[src/rtl/md5c_pkg.sv]
package md5c_pkg;

    localparam int WORD_W  = 32;
    localparam int NWORDS  = 16;
    localparam int NSTEPS  = 64;
    localparam int STEP_W  = $clog2(NSTEPS);
    localparam int WIDX_W  = $clog2(NWORDS);
    localparam int STATE_W = 4 * WORD_W;
    localparam int BLOCK_W = NWORDS * WORD_W;

    typedef logic [WORD_W-1:0] word_t;
    typedef logic [STEP_W-1:0] step_t;

    // Word a sits in the low bits so a cast of {D,C,B,A} lines up.
    typedef struct packed {
        word_t d;
        word_t c;
        word_t b;
        word_t a;
    } md5_state_t;

    function automatic word_t rotl(input word_t x, input logic [4:0] s);
        return (x << s) | (x >> (6'd32 - {1'b0, s}));
    endfunction

    function automatic word_t mix_fn(input logic [1:0] rnd, input word_t b,
                                     input word_t c, input word_t d);
        case (rnd)
            2'd0:    return (b & c) | (~b & d);
            2'd1:    return (b & d) | (c & ~d);
            2'd2:    return b ^ c ^ d;
            default: return c ^ (b | ~d);
        endcase
    endfunction

    function automatic logic [WIDX_W-1:0] msg_index(input step_t i);
        logic [WIDX_W-1:0] j;
        j = i[WIDX_W-1:0];
        case (i[STEP_W-1:STEP_W-2])
            2'd0:    return j;
            2'd1:    return WIDX_W'(5 * j + 1);
            2'd2:    return WIDX_W'(3 * j + 5);
            default: return WIDX_W'(7 * j);
        endcase
    endfunction

    function automatic logic [4:0] shift_amt(input step_t i);
        case ({i[STEP_W-1:STEP_W-2], i[1:0]})
            4'h0: return 5'd7;   4'h1: return 5'd12;
            4'h2: return 5'd17;  4'h3: return 5'd22;
            4'h4: return 5'd5;   4'h5: return 5'd9;
            4'h6: return 5'd14;  4'h7: return 5'd20;
            4'h8: return 5'd4;   4'h9: return 5'd11;
            4'hA: return 5'd16;  4'hB: return 5'd23;
            4'hC: return 5'd6;   4'hD: return 5'd10;
            4'hE: return 5'd15;  default: return 5'd21;
        endcase
    endfunction

    function automatic word_t step_const(input step_t i);
        case (i)
            6'd0:  return 32'hd76aa478;  6'd1:  return 32'he8c7b756;
            6'd2:  return 32'h242070db;  6'd3:  return 32'hc1bdceee;
            6'd4:  return 32'hf57c0faf;  6'd5:  return 32'h4787c62a;
            6'd6:  return 32'ha8304613;  6'd7:  return 32'hfd469501;
            6'd8:  return 32'h698098d8;  6'd9:  return 32'h8b44f7af;
            6'd10: return 32'hffff5bb1;  6'd11: return 32'h895cd7be;
            6'd12: return 32'h6b901122;  6'd13: return 32'hfd987193;
            6'd14: return 32'ha679438e;  6'd15: return 32'h49b40821;
            6'd16: return 32'hf61e2562;  6'd17: return 32'hc040b340;
            6'd18: return 32'h265e5a51;  6'd19: return 32'he9b6c7aa;
            6'd20: return 32'hd62f105d;  6'd21: return 32'h02441453;
            6'd22: return 32'hd8a1e681;  6'd23: return 32'he7d3fbc8;
            6'd24: return 32'h21e1cde6;  6'd25: return 32'hc33707d6;
            6'd26: return 32'hf4d50d87;  6'd27: return 32'h455a14ed;
            6'd28: return 32'ha9e3e905;  6'd29: return 32'hfcefa3f8;
            6'd30: return 32'h676f02d9;  6'd31: return 32'h8d2a4c8a;
            6'd32: return 32'hfffa3942;  6'd33: return 32'h8771f681;
            6'd34: return 32'h6d9d6122;  6'd35: return 32'hfde5380c;
            6'd36: return 32'ha4beea44;  6'd37: return 32'h4bdecfa9;
            6'd38: return 32'hf6bb4b60;  6'd39: return 32'hbebfbc70;
            6'd40: return 32'h289b7ec6;  6'd41: return 32'heaa127fa;
            6'd42: return 32'hd4ef3085;  6'd43: return 32'h04881d05;
            6'd44: return 32'hd9d4d039;  6'd45: return 32'he6db99e5;
            6'd46: return 32'h1fa27cf8;  6'd47: return 32'hc4ac5665;
            6'd48: return 32'hf4292244;  6'd49: return 32'h432aff97;
            6'd50: return 32'hab9423a7;  6'd51: return 32'hfc93a039;
            6'd52: return 32'h655b59c3;  6'd53: return 32'h8f0ccc92;
            6'd54: return 32'hffeff47d;  6'd55: return 32'h85845dd1;
            6'd56: return 32'h6fa87e4f;  6'd57: return 32'hfe2ce6e0;
            6'd58: return 32'ha3014314;  6'd59: return 32'h4e0811a1;
            6'd60: return 32'hf7537e82;  6'd61: return 32'hbd3af235;
            6'd62: return 32'h2ad7d2bb;  default: return 32'heb86d391;
        endcase
    endfunction

endpackage

[src/rtl/md5c_ctrl.sv]
module md5c_ctrl
    import md5c_pkg::*;
(
    input  logic  clk,
    input  logic  rst,
    input  logic  start,
    output logic  busy,
    output logic  load,
    output logic  last,
    output step_t step
);

    assign load = start && !busy;
    assign last = busy && (step == step_t'(NSTEPS - 1));

    always_ff @(posedge clk) begin
        if (rst) begin
            busy <= 1'b0;
            step <= '0;
        end else if (load) begin
            busy <= 1'b1;
            step <= '0;
        end else if (busy) begin
            step <= step + 1'b1;
            if (last) begin
                busy <= 1'b0;
            end
        end
    end

endmodule

[src/rtl/md5c_msgsel.sv]
module md5c_msgsel
    import md5c_pkg::*;
(
    input  logic [BLOCK_W-1:0] blk,
    input  step_t              step,
    output word_t              mword
);

    logic [WIDX_W-1:0] idx;

    assign idx   = msg_index(step);
    assign mword = blk[{idx, 5'b0} +: WORD_W];

endmodule

[src/rtl/md5c_step.sv]
module md5c_step
    import md5c_pkg::*;
(
    input  md5_state_t cur,
    input  step_t      step,
    input  word_t      mword,
    output md5_state_t nxt
);

    word_t pre;
    word_t fresh;

    always_comb begin
        pre   = cur.a + mix_fn(step[STEP_W-1:STEP_W-2], cur.b, cur.c, cur.d)
              + step_const(step) + mword;
        fresh = cur.b + rotl(pre, shift_amt(step));
        nxt.a = cur.d;
        nxt.b = fresh;
        nxt.c = cur.b;
        nxt.d = cur.c;
    end

endmodule

[src/rtl/md5c_core.sv]
module md5c_core
    import md5c_pkg::*;
(
    input  logic                clk,
    input  logic                rst,
    input  logic                start,
    input  logic [STATE_W-1:0]  state_in,
    input  logic [BLOCK_W-1:0]  block_in,
    output logic                busy,
    output logic                done,
    output logic [STATE_W-1:0]  state_out
);

    logic               load;
    logic               last;
    step_t              step;
    word_t              mword;
    md5_state_t         work;
    md5_state_t         saved;
    md5_state_t         nxt;
    md5_state_t         result;
    logic [BLOCK_W-1:0] blk;

    md5c_ctrl u_ctrl (
        .clk  (clk),
        .rst  (rst),
        .start(start),
        .busy (busy),
        .load (load),
        .last (last),
        .step (step)
    );

    md5c_msgsel u_msgsel (
        .blk  (blk),
        .step (step),
        .mword(mword)
    );

    md5c_step u_step (
        .cur  (work),
        .step (step),
        .mword(mword),
        .nxt  (nxt)
    );

    always_ff @(posedge clk) begin
        if (rst) begin
            work   <= '0;
            saved  <= '0;
            blk    <= '0;
            result <= '0;
            done   <= 1'b0;
        end else begin
            done <= 1'b0;
            if (load) begin
                work  <= md5_state_t'(state_in);
                saved <= md5_state_t'(state_in);
                blk   <= block_in;
            end else if (busy) begin
                work <= nxt;
                if (last) begin
                    result.a <= saved.a + nxt.a;
                    result.b <= saved.b + nxt.b;
                    result.c <= saved.c + nxt.c;
                    result.d <= saved.d + nxt.d;
                    done     <= 1'b1;
                end
            end
        end
    end

    assign state_out = result;

endmodule

[config.mk]
export PLATFORM = sky130hd
export DESIGN_NAME = md5c_core
export DESIGN_NICKNAME = d
export VERILOG_FILES = /design/src/rtl/md5c_pkg.sv /design/src/rtl/md5c_ctrl.sv /design/src/rtl/md5c_msgsel.sv /design/src/rtl/md5c_step.sv /design/src/rtl/md5c_core.sv
export SDC_FILE = /design/constraint.sdc
export NUM_CORES = 2
export LEC_CHECK = 0
export BUFFER_PORTS_ARGS = -buffer_cell sky130_fd_sc_hd__buf_2
export CORE_MARGIN = 5
export CORE_UTILIZATION = 45
export CTS_CLUSTER_DIAMETER = 50
export DETAILED_ROUTE_END_ITERATION = 6
export GPL_ROUTABILITY_DRIVEN = 0
export PLACE_DENSITY_LB_ADDON = 0.08
export SYNTH_ARGS = -nofsm -noshare
export SYNTH_HDL_FRONTEND = slang
export SYNTH_SLANG_ARGS = --single-unit
export TNS_END_PERCENT = 1
[constraint.sdc]
create_clock -name clk -period 23.9 [get_ports clk]
set_clock_uncertainty 0.1 [all_clocks]
set_input_delay 4.78 -clock clk [delete_from_list [all_inputs] [get_ports clk]]
set_output_delay 4.78 -clock clk [all_outputs]
set_load 0.02 [all_outputs]
### Word-level counts from Yosys, hierarchy flattened

Memory sizes are Yosys's and may differ from the RTL's. A register that Yosys moved wholly into a read port is not among the register bits.
Cells that the tools add are included.

| storage, ports and cells | value |
|---|---|
| flip-flop bits (word level) | 904 |
| bits in read-only memories | 2128 |
| input port bits | 643 |
| output and inout bits | 130 |
| word-level logic and storage cells | 74 |
| memories kept | 2 |

| cells by class | value |
|---|---|
| $add $sub $neg | 12 |
| multiply operators | 3 |
| equal/unequal tests | 3 |
| shift-type cells | 3 |
| mux-type cells | 12 |
| bitwise logic cells | 15 |
| reduce and logical (&&, ||, !) cells | 8 |

Memory list:

| memory | depth | width | read ports | clocked after memory_dff | wr ports | RTL line | text |
|---|---|---|---|---|---|---|---|
| (name not given) | 64 | 32 | 1 | 1 | 0 | md5c_pkg.sv:61 | `case (i)` |
| (name not given) | 16 | 5 | 1 | 1 | 0 | md5c_pkg.sv:48 | `case ({i[STEP_W-1:STEP_W-2], i[1:0]})` |

Operators with widths:

| operator | count |
|---|---|
| $shiftx A512 B10 Y32 | 1 |
| $add A32 B32 Y32 | 8 |
| $mux W128 | 2 |
| $and A32 B32 Y32 | 4 |
| $or A32 B32 Y32 | 4 |
| $pmux W32 S3 | 1 |
| $xor A32 B32 Y32 | 3 |
| $not A32 Y32 | 2 |
| $shl A32 B5 Y32 | 1 |
| $shr A32 B6 Y32 | 1 |
| $mux W6 | 2 |
| $pmux W4 S3 | 1 |
| $mul A3 B4 Y4 const A | 2 |
| $mux W4 | 2 |
| $add A6 B1 Y6 const B | 1 |
| $eq A6 B6 Y1 const B | 1 |
| $sub A6 B5 Y6 const A | 1 |
| $add A4 B1 Y4 const B | 1 |
| $add A4 B3 Y4 const B | 1 |
| $mul A2 B4 Y4 const A | 1 |
| $mux W1 | 4 |
| $reduce_and A3 Y1 | 1 |
| $reduce_or A3 Y1 | 1 |
| $eq A2 B1 Y1 const B | 1 |
| other kinds (7) | 9 |

### Depth between registers and ports, before layout

| logic depth | value |
|---|---|
| depth in word-level cells | 12 |
| gate-level depth with buffers | 58 |
| depth with buffers taken out | 55 |

### Hierarchy

From an unflattened synthesis, not the netlist that was laid out.

| unflattened totals | value |
|---|---|
| cell total of the unflattened synthesis | 6935 |
| area total of the unflattened synthesis | 56780.7 um2 |

By module, submodules not included:

| module | times used | cells each | area an instance (um2) | sequential area each (um2) |
|---|---|---|---|---|
| md5c_core | 1 | 4104 | 38129.1 | 17957.2 |
| md5c_step | 1 | 2185 | 14498.9 | 0.0 |
| md5c_msgsel | 1 | 612 | 3839.9 | 0.0 |
| md5c_ctrl | 1 | 34 | 312.8 | 140.1 |

### Worst setup path after synthesis

No wires, ideal clock.

| path | value |
|---|---|
| path type | reg-to-reg |
| start | register u_ctrl.step[1] |
| end | register result (netlist bit state_out[62]) |
| setup time | 0.125 ns |
| arrival | 11.870 ns |
| required time | 23.675 ns |
| slack | 11.805 ns |
| cell stages (with the launch flop) | 53 |
| buffers on the path | 3 |
| clock period less this slack | 12.095 ns |
| cell sequence | dfxtp_1 > inv_1 > ha_1 > nor2_1 > mux2_2 > a221oi_1 > clkbuf_1 > buf_2 > mux4_2 > mux2i_1 > nor2_1 > a21oi_1 > fa_1 > fa_1 > inv_1 > ha_1 > buf_4 > a21o_4 > (+17 left out) > a211o_1 > a31oi_1 > a221o_1 > a21o_1 > a21o_1 > xor2_1 > ha_1 > nor2b_1 > o21ai_0 > nand2_1 > or3_1 > nor3_1 > o31ai_1 > a31o_2 > a31oi_1 > o21ai_0 > xnor2_1 > o21ai_0 |

| between the ends | value |
|---|---|
| longest elaborated chain between the ends | 9 |
| elaborated cells between the ends (all ways) | 16 |
| classes of those cells | add/sub: 5; mul: 3; eq/ne: 1; shift: 3; mux: 1; bitwise: 1; reduce/logical: 2 |

Ends and longest elaborated chain:

| what | RTL line | text |
|---|---|---|
| start: declaration | md5c_ctrl.sv:10 | `output step_t step` |
| start signal: assignment | md5c_ctrl.sv:24 | `step <= step + 1'b1;` |
| $mul A2 B4 Y4 or $mul A3 B4 Y4 (tied branches) | md5c_pkg.sv:42, md5c_pkg.sv:41 |  |
| $add A4 B3 Y4 or $add A4 B1 Y4 (tied branches) | md5c_pkg.sv:42, md5c_pkg.sv:41 |  |
| $pmux W4 S3 | md5c_pkg.sv:39 | `case (i[STEP_W-1:STEP_W-2])` |
| $shiftx A512 B10 Y32 | md5c_msgsel.sv:12 | `assign mword = blk[{idx, 5'b0} +: WORD_W];` |
| $add A32 B32 Y32 | md5c_step.sv:15 | `+ step_const(step) + mword;` |
| $shr A32 B6 Y32 or $shl A32 B5 Y32 (tied branches) | md5c_pkg.sv:23 | `return (x << s) \| (x >> (6'd32 - {1'b0, s}));` |
| $or A32 B32 Y32 | md5c_pkg.sv:23 |  |
| $add A32 B32 Y32 | md5c_step.sv:16 | `fresh = cur.b + rotl(pre, shift_amt(step));` |
| $add A32 B32 Y32 | md5c_core.sv:64 | `result.b <= saved.b + nxt.b;` |
| end: declaration | md5c_core.sv:21 | `md5_state_t result;` |

Several ways; a longest one is shown, not always the timed one.
A chain may end at the register's enable or synchronous reset.

### Final worst setup path

| path | value |
|---|---|
| start | register u_ctrl.step[1] |
| end | register result (netlist bit state_out[63]) |

Same word-level chain as after synthesis.

==> results.json <==
{
  "min-delay-start": "state_out[106]$_SDFFE_PP0P_",
  "holdPathStages": 2,
  "port_buffers": 772,
  "crit_fanout": 102,
  "relSlewSlack_pct": 18.8,
  "synthCells": 7256,
  "slowest_stage": "buf_12",
  "cts_tree": "done",
  "post_dp_cell_area_sq_um": 61300,
  "hold_viol": 0,
  "ctsRootBufferMaster": "clkbuf_16",
  "synthArstFlopShare_pct": 0,
  "status": "finished clean",
  "post-route-util_pct": 52.6,
  "firstDrtPassIters": 7,
  "h-tree-depth": 3,
  "critical_path.max_stage_delay_ps": 610,
  "cap_violations": 0,
  "path_class": "reg -> reg",
  "drcViolationCount": 0,
  "nFillCells": 12200,
  "antenna_found_initial": 16,
  "grt_start_max_net_pins": 211,
  "num_vias": 56200,
  "setup_tns_ps": 0,
  "synthToLayoutAreaGrowth_pct": 15.8,
  "initial_core_util_pct": 45.4,
  "pre_cts_slack_ps": 9940,
  "clkSinkCount": 941,
  "die_area_sq_um": 132000,
  "path_delay_family": "compound AO/OA/AOI/OAI gates",
  "holdPathEnd": "state_out[106]$_SDFFE_PP0P_",
  "comb_power_share_pct": 41.1,
  "grt_pass1_vias": 52400,
  "clock_latency_ps": 730,
  "clk_path_buf_depth": 3,
  "die_y_microns": 364,
  "setup_slack_ps": 9640,
  "reg2reg_from": "u_ctrl.step[1]$_SDFFE_PP0P_",
  "worstRegToRegCells": 51,
  "worst_slew_pin_slew_ps": 1210,
  "cts_buffers": 114,
  "cts_hold_buf": 0,
  "io_pins": 773,
  "wl_per_cell_microns": 24.8,
  "drive_gt1_share_pct": 17.0,
  "cts_resized": 0,
  "setup_viol": 0,
  "max_clock_freq_mhz": 70.1,
  "r2r_end": "state_out[63]$_SDFFE_PP0P_",
  "ant_nets": 0,
  "nNetsFinal": 8653,
  "switching_power_mw": 2.43,
  "core-area_sq_um": 124000,
  "post_cts_buffers": 0,
  "avgSynthCellArea_sq_um": 7.77,
  "dp_hpwl_microns": 177000,
  "rrSetupSlack_ps": 9640,
  "seqPwrFrac_pct": 29.0,
  "fin_crit_ps": 14260,
  "crit_arrival_ps": 14770,
  "yosysWarningCount": 0,
  "startpoint_type": "flop",
  "synth_edf_count": 0,
  "cp.required_ps": 24410,
  "path_buf_inv": 4,
  "worstSetupStartpoint": "u_ctrl.step[1]$_SDFFE_PP0P_",
  "grt_usage_pct": 33.8,
  "clkTransAtPathRegs_ps": 60,
  "end_kind": "flop",
  "wl_microns": 234000,
  "netlist_area_sq_um": 56400,
  "power_density_nw_per_um2": 94.3,
  "grt_pass1_wl_microns": 340000,
  "clkPwrFrac_pct": 29.9,
  "die_w_microns": 364,
  "fin_crit_sh_pct": 59.7,
  "hold_class": "reg -> reg",
  "swShare_pct": 39.5,
  "grt_setup_unrepaired": "no",
  "syn-num-nets": 8180,
  "p_int_mw": 3.72,
  "yosys_most_used_dff": "dfxtp_1",
  "cpMostUsedCell": "o21ai_0",
  "ys_seq_elements": 941,
  "slew_viol_final": 0,
  "grt.overflow.total": 0,
  "drt_first_iter_violations": 6634,
  "ys_seq_area_share_pct": 33.4,
  "ir_drop_mv": 0.0627,
  "rows": 129,
  "synth_cell_types": 100,
  "avgViaCountPerCell": 5.93,
  "p_leak_nw": 27.6,
  "post-route-cell-area_sq_um": 65300
}
worst min-delay path, delay by kind of cell, from the launching register on:
family / cells / cell delay, ps
flip-flops: 1 / 300
AO/OA/AOI/OAI: 1 / 50
AND/OR/NAND/NOR: 1 / 50
stage by stage:
stage / power [mW] / hold WS, ps / std cells
detailed placement: 4.27 / 341 / 9249
CTS: 6.11 / 350 / 9458
finish: 6.16 / 344 / 9464
floorplan: 3.50 / 333 / 7256
global route: 6.45 / 364 / 9462
global placement: 4.26 / 337 / 9249
synth_stat cells, drive strengths merged, types with 9 or more instances:
| library cell | n | area share (%) |
|---|---|---|
| xnor2 | 122 | 2.0 |
| a31oi | 76 | 0.85 |
| clkbuf | 438 | 2.9 |
| o31a | 16 | 0.25 |
| or3 | 21 | 0.23 |
| nand2b | 45 | 0.50 |
| or2 | 9 | 0.10 |
| nor2b | 59 | 0.65 |
| a21oi | 1155 | 10 |
| o211ai | 40 | 0.54 |
| nor4 | 11 | 0.12 |
| a21boi | 10 | 0.13 |
| o21ai | 254 | 2.3 |
| mux4 | 147 | 5.9 |
| a21o | 87 | 1.2 |
| nand3b | 10 | 0.13 |
| a22oi | 11 | 0.16 |
| xor2 | 62 | 0.96 |
| and3 | 25 | 0.28 |
| a2111oi | 13 | 0.21 |
| dfxtp | 941 | 33 |
| nand2 | 1722 | 11 |
| o21a | 54 | 0.72 |
| inv | 208 | 1.4 |
| nor2 | 536 | 3.6 |
| mux2i | 229 | 4.1 |
| o31ai | 20 | 0.27 |
| a211oi | 86 | 1.2 |
| buf | 74 | 0.54 |
| a221oi | 16 | 0.28 |
| fa | 69 | 2.5 |
| nand4 | 20 | 0.22 |
| nor3 | 73 | 0.65 |
| and2 | 21 | 0.24 |
| ha | 212 | 4.7 |
| o221ai | 49 | 0.77 |
| mux2 | 55 | 1.1 |
| o311ai | 9 | 0.14 |
| o21bai | 13 | 0.17 |
| o22ai | 25 | 0.28 |
| a311oi | 10 | 0.16 |
| nand3 | 101 | 0.91 |
worst max-delay path by stage:
stage / cells past startpoint / to / slack, ps
after global placement: 52 / state_out[62]$_SDFFE_PP0P_ / 10150
final: 51 / state_out[63]$_SDFFE_PP0P_ / 9640
after floorplan: 52 / state_out[62]$_SDFFE_PP0P_ / 11810
after CTS: 51 / state_out[62]$_SDFFE_PP0P_ / 9850
after detailed placement: 51 / state_out[62]$_SDFFE_PP0P_ / 9940
after global routing: 51 / state_out[62]$_SDFFE_PP0P_ / 8910
power groups by stage:
stage                     Sequential (mW)  Clock [mW]  Combinational, mW
after floorplan                      1.76           0               1.74
after global placement               1.81           0               2.44
after detailed placement             1.82           0               2.46
after CTS                            1.78        1.86               2.47
after global routing                 1.79        1.92               2.73
final                                1.79        1.84               2.53
layer usage:
layer	track usage, %	up-vias	wire [microns]	share of wire [%]
li1	-	26200	-	-
met4	17.1	6	14200	6.0
met3	6.39	516	20100	8.6
met1	44.4	26700	96200	41
met5	0	-	29	0.012
met2	53.4	2727	104000	44
cells in the final DEF, fill, tap and decap left out, types with 98 or more instances in the layout:
master,netlist,layout
nor2_1,536,535
nand3_1,99,98
inv_1,206,205
xnor2_1,120,116
nand2_1,1722,1719
ha_1,212,212
a21oi_1,1152,1152
clkbuf_16,0,115
o21ai_0,247,247
mux2i_1,229,229
dfxtp_1,941,937
mux4_2,146,145
buf_2,20,770
cell families after synthesis:
family,after synthesis,synth area share [%]
and+or+nand+nor,2675,19.4
AOI/OAI and AO/OA,2020,21.1
DFF,941,33.4
buffers and inverters,723,4.87
muxes,431,11.1
adders and majority gates,281,7.16
xor gates and xnor gates,185,2.97
registers in the layout, summed over array words and instances, names as in the netlist, named ones only:
| register | flops |
|---|---|
| blk | 512 |
| done | 1 |
| saved | 128 |
| state_out | 128 |
| u_ctrl.busy | 1 |
| u_ctrl.step | 6 |
| work | 128 |
cell type report:
class                   count  area [sq um]  area share, %
diodes                      5          12.5         0.0192
clock buffers             149          3220           4.92
clock inverters            60           811           1.24
inverters                 211           792           1.21
multi-input cells        5592         34900           53.5
flip-flops and latches    941         18800           28.9
well taps                1637          2050           3.14
repair buffers            869          4660           7.13
Power figures use the tool's default switching activity.
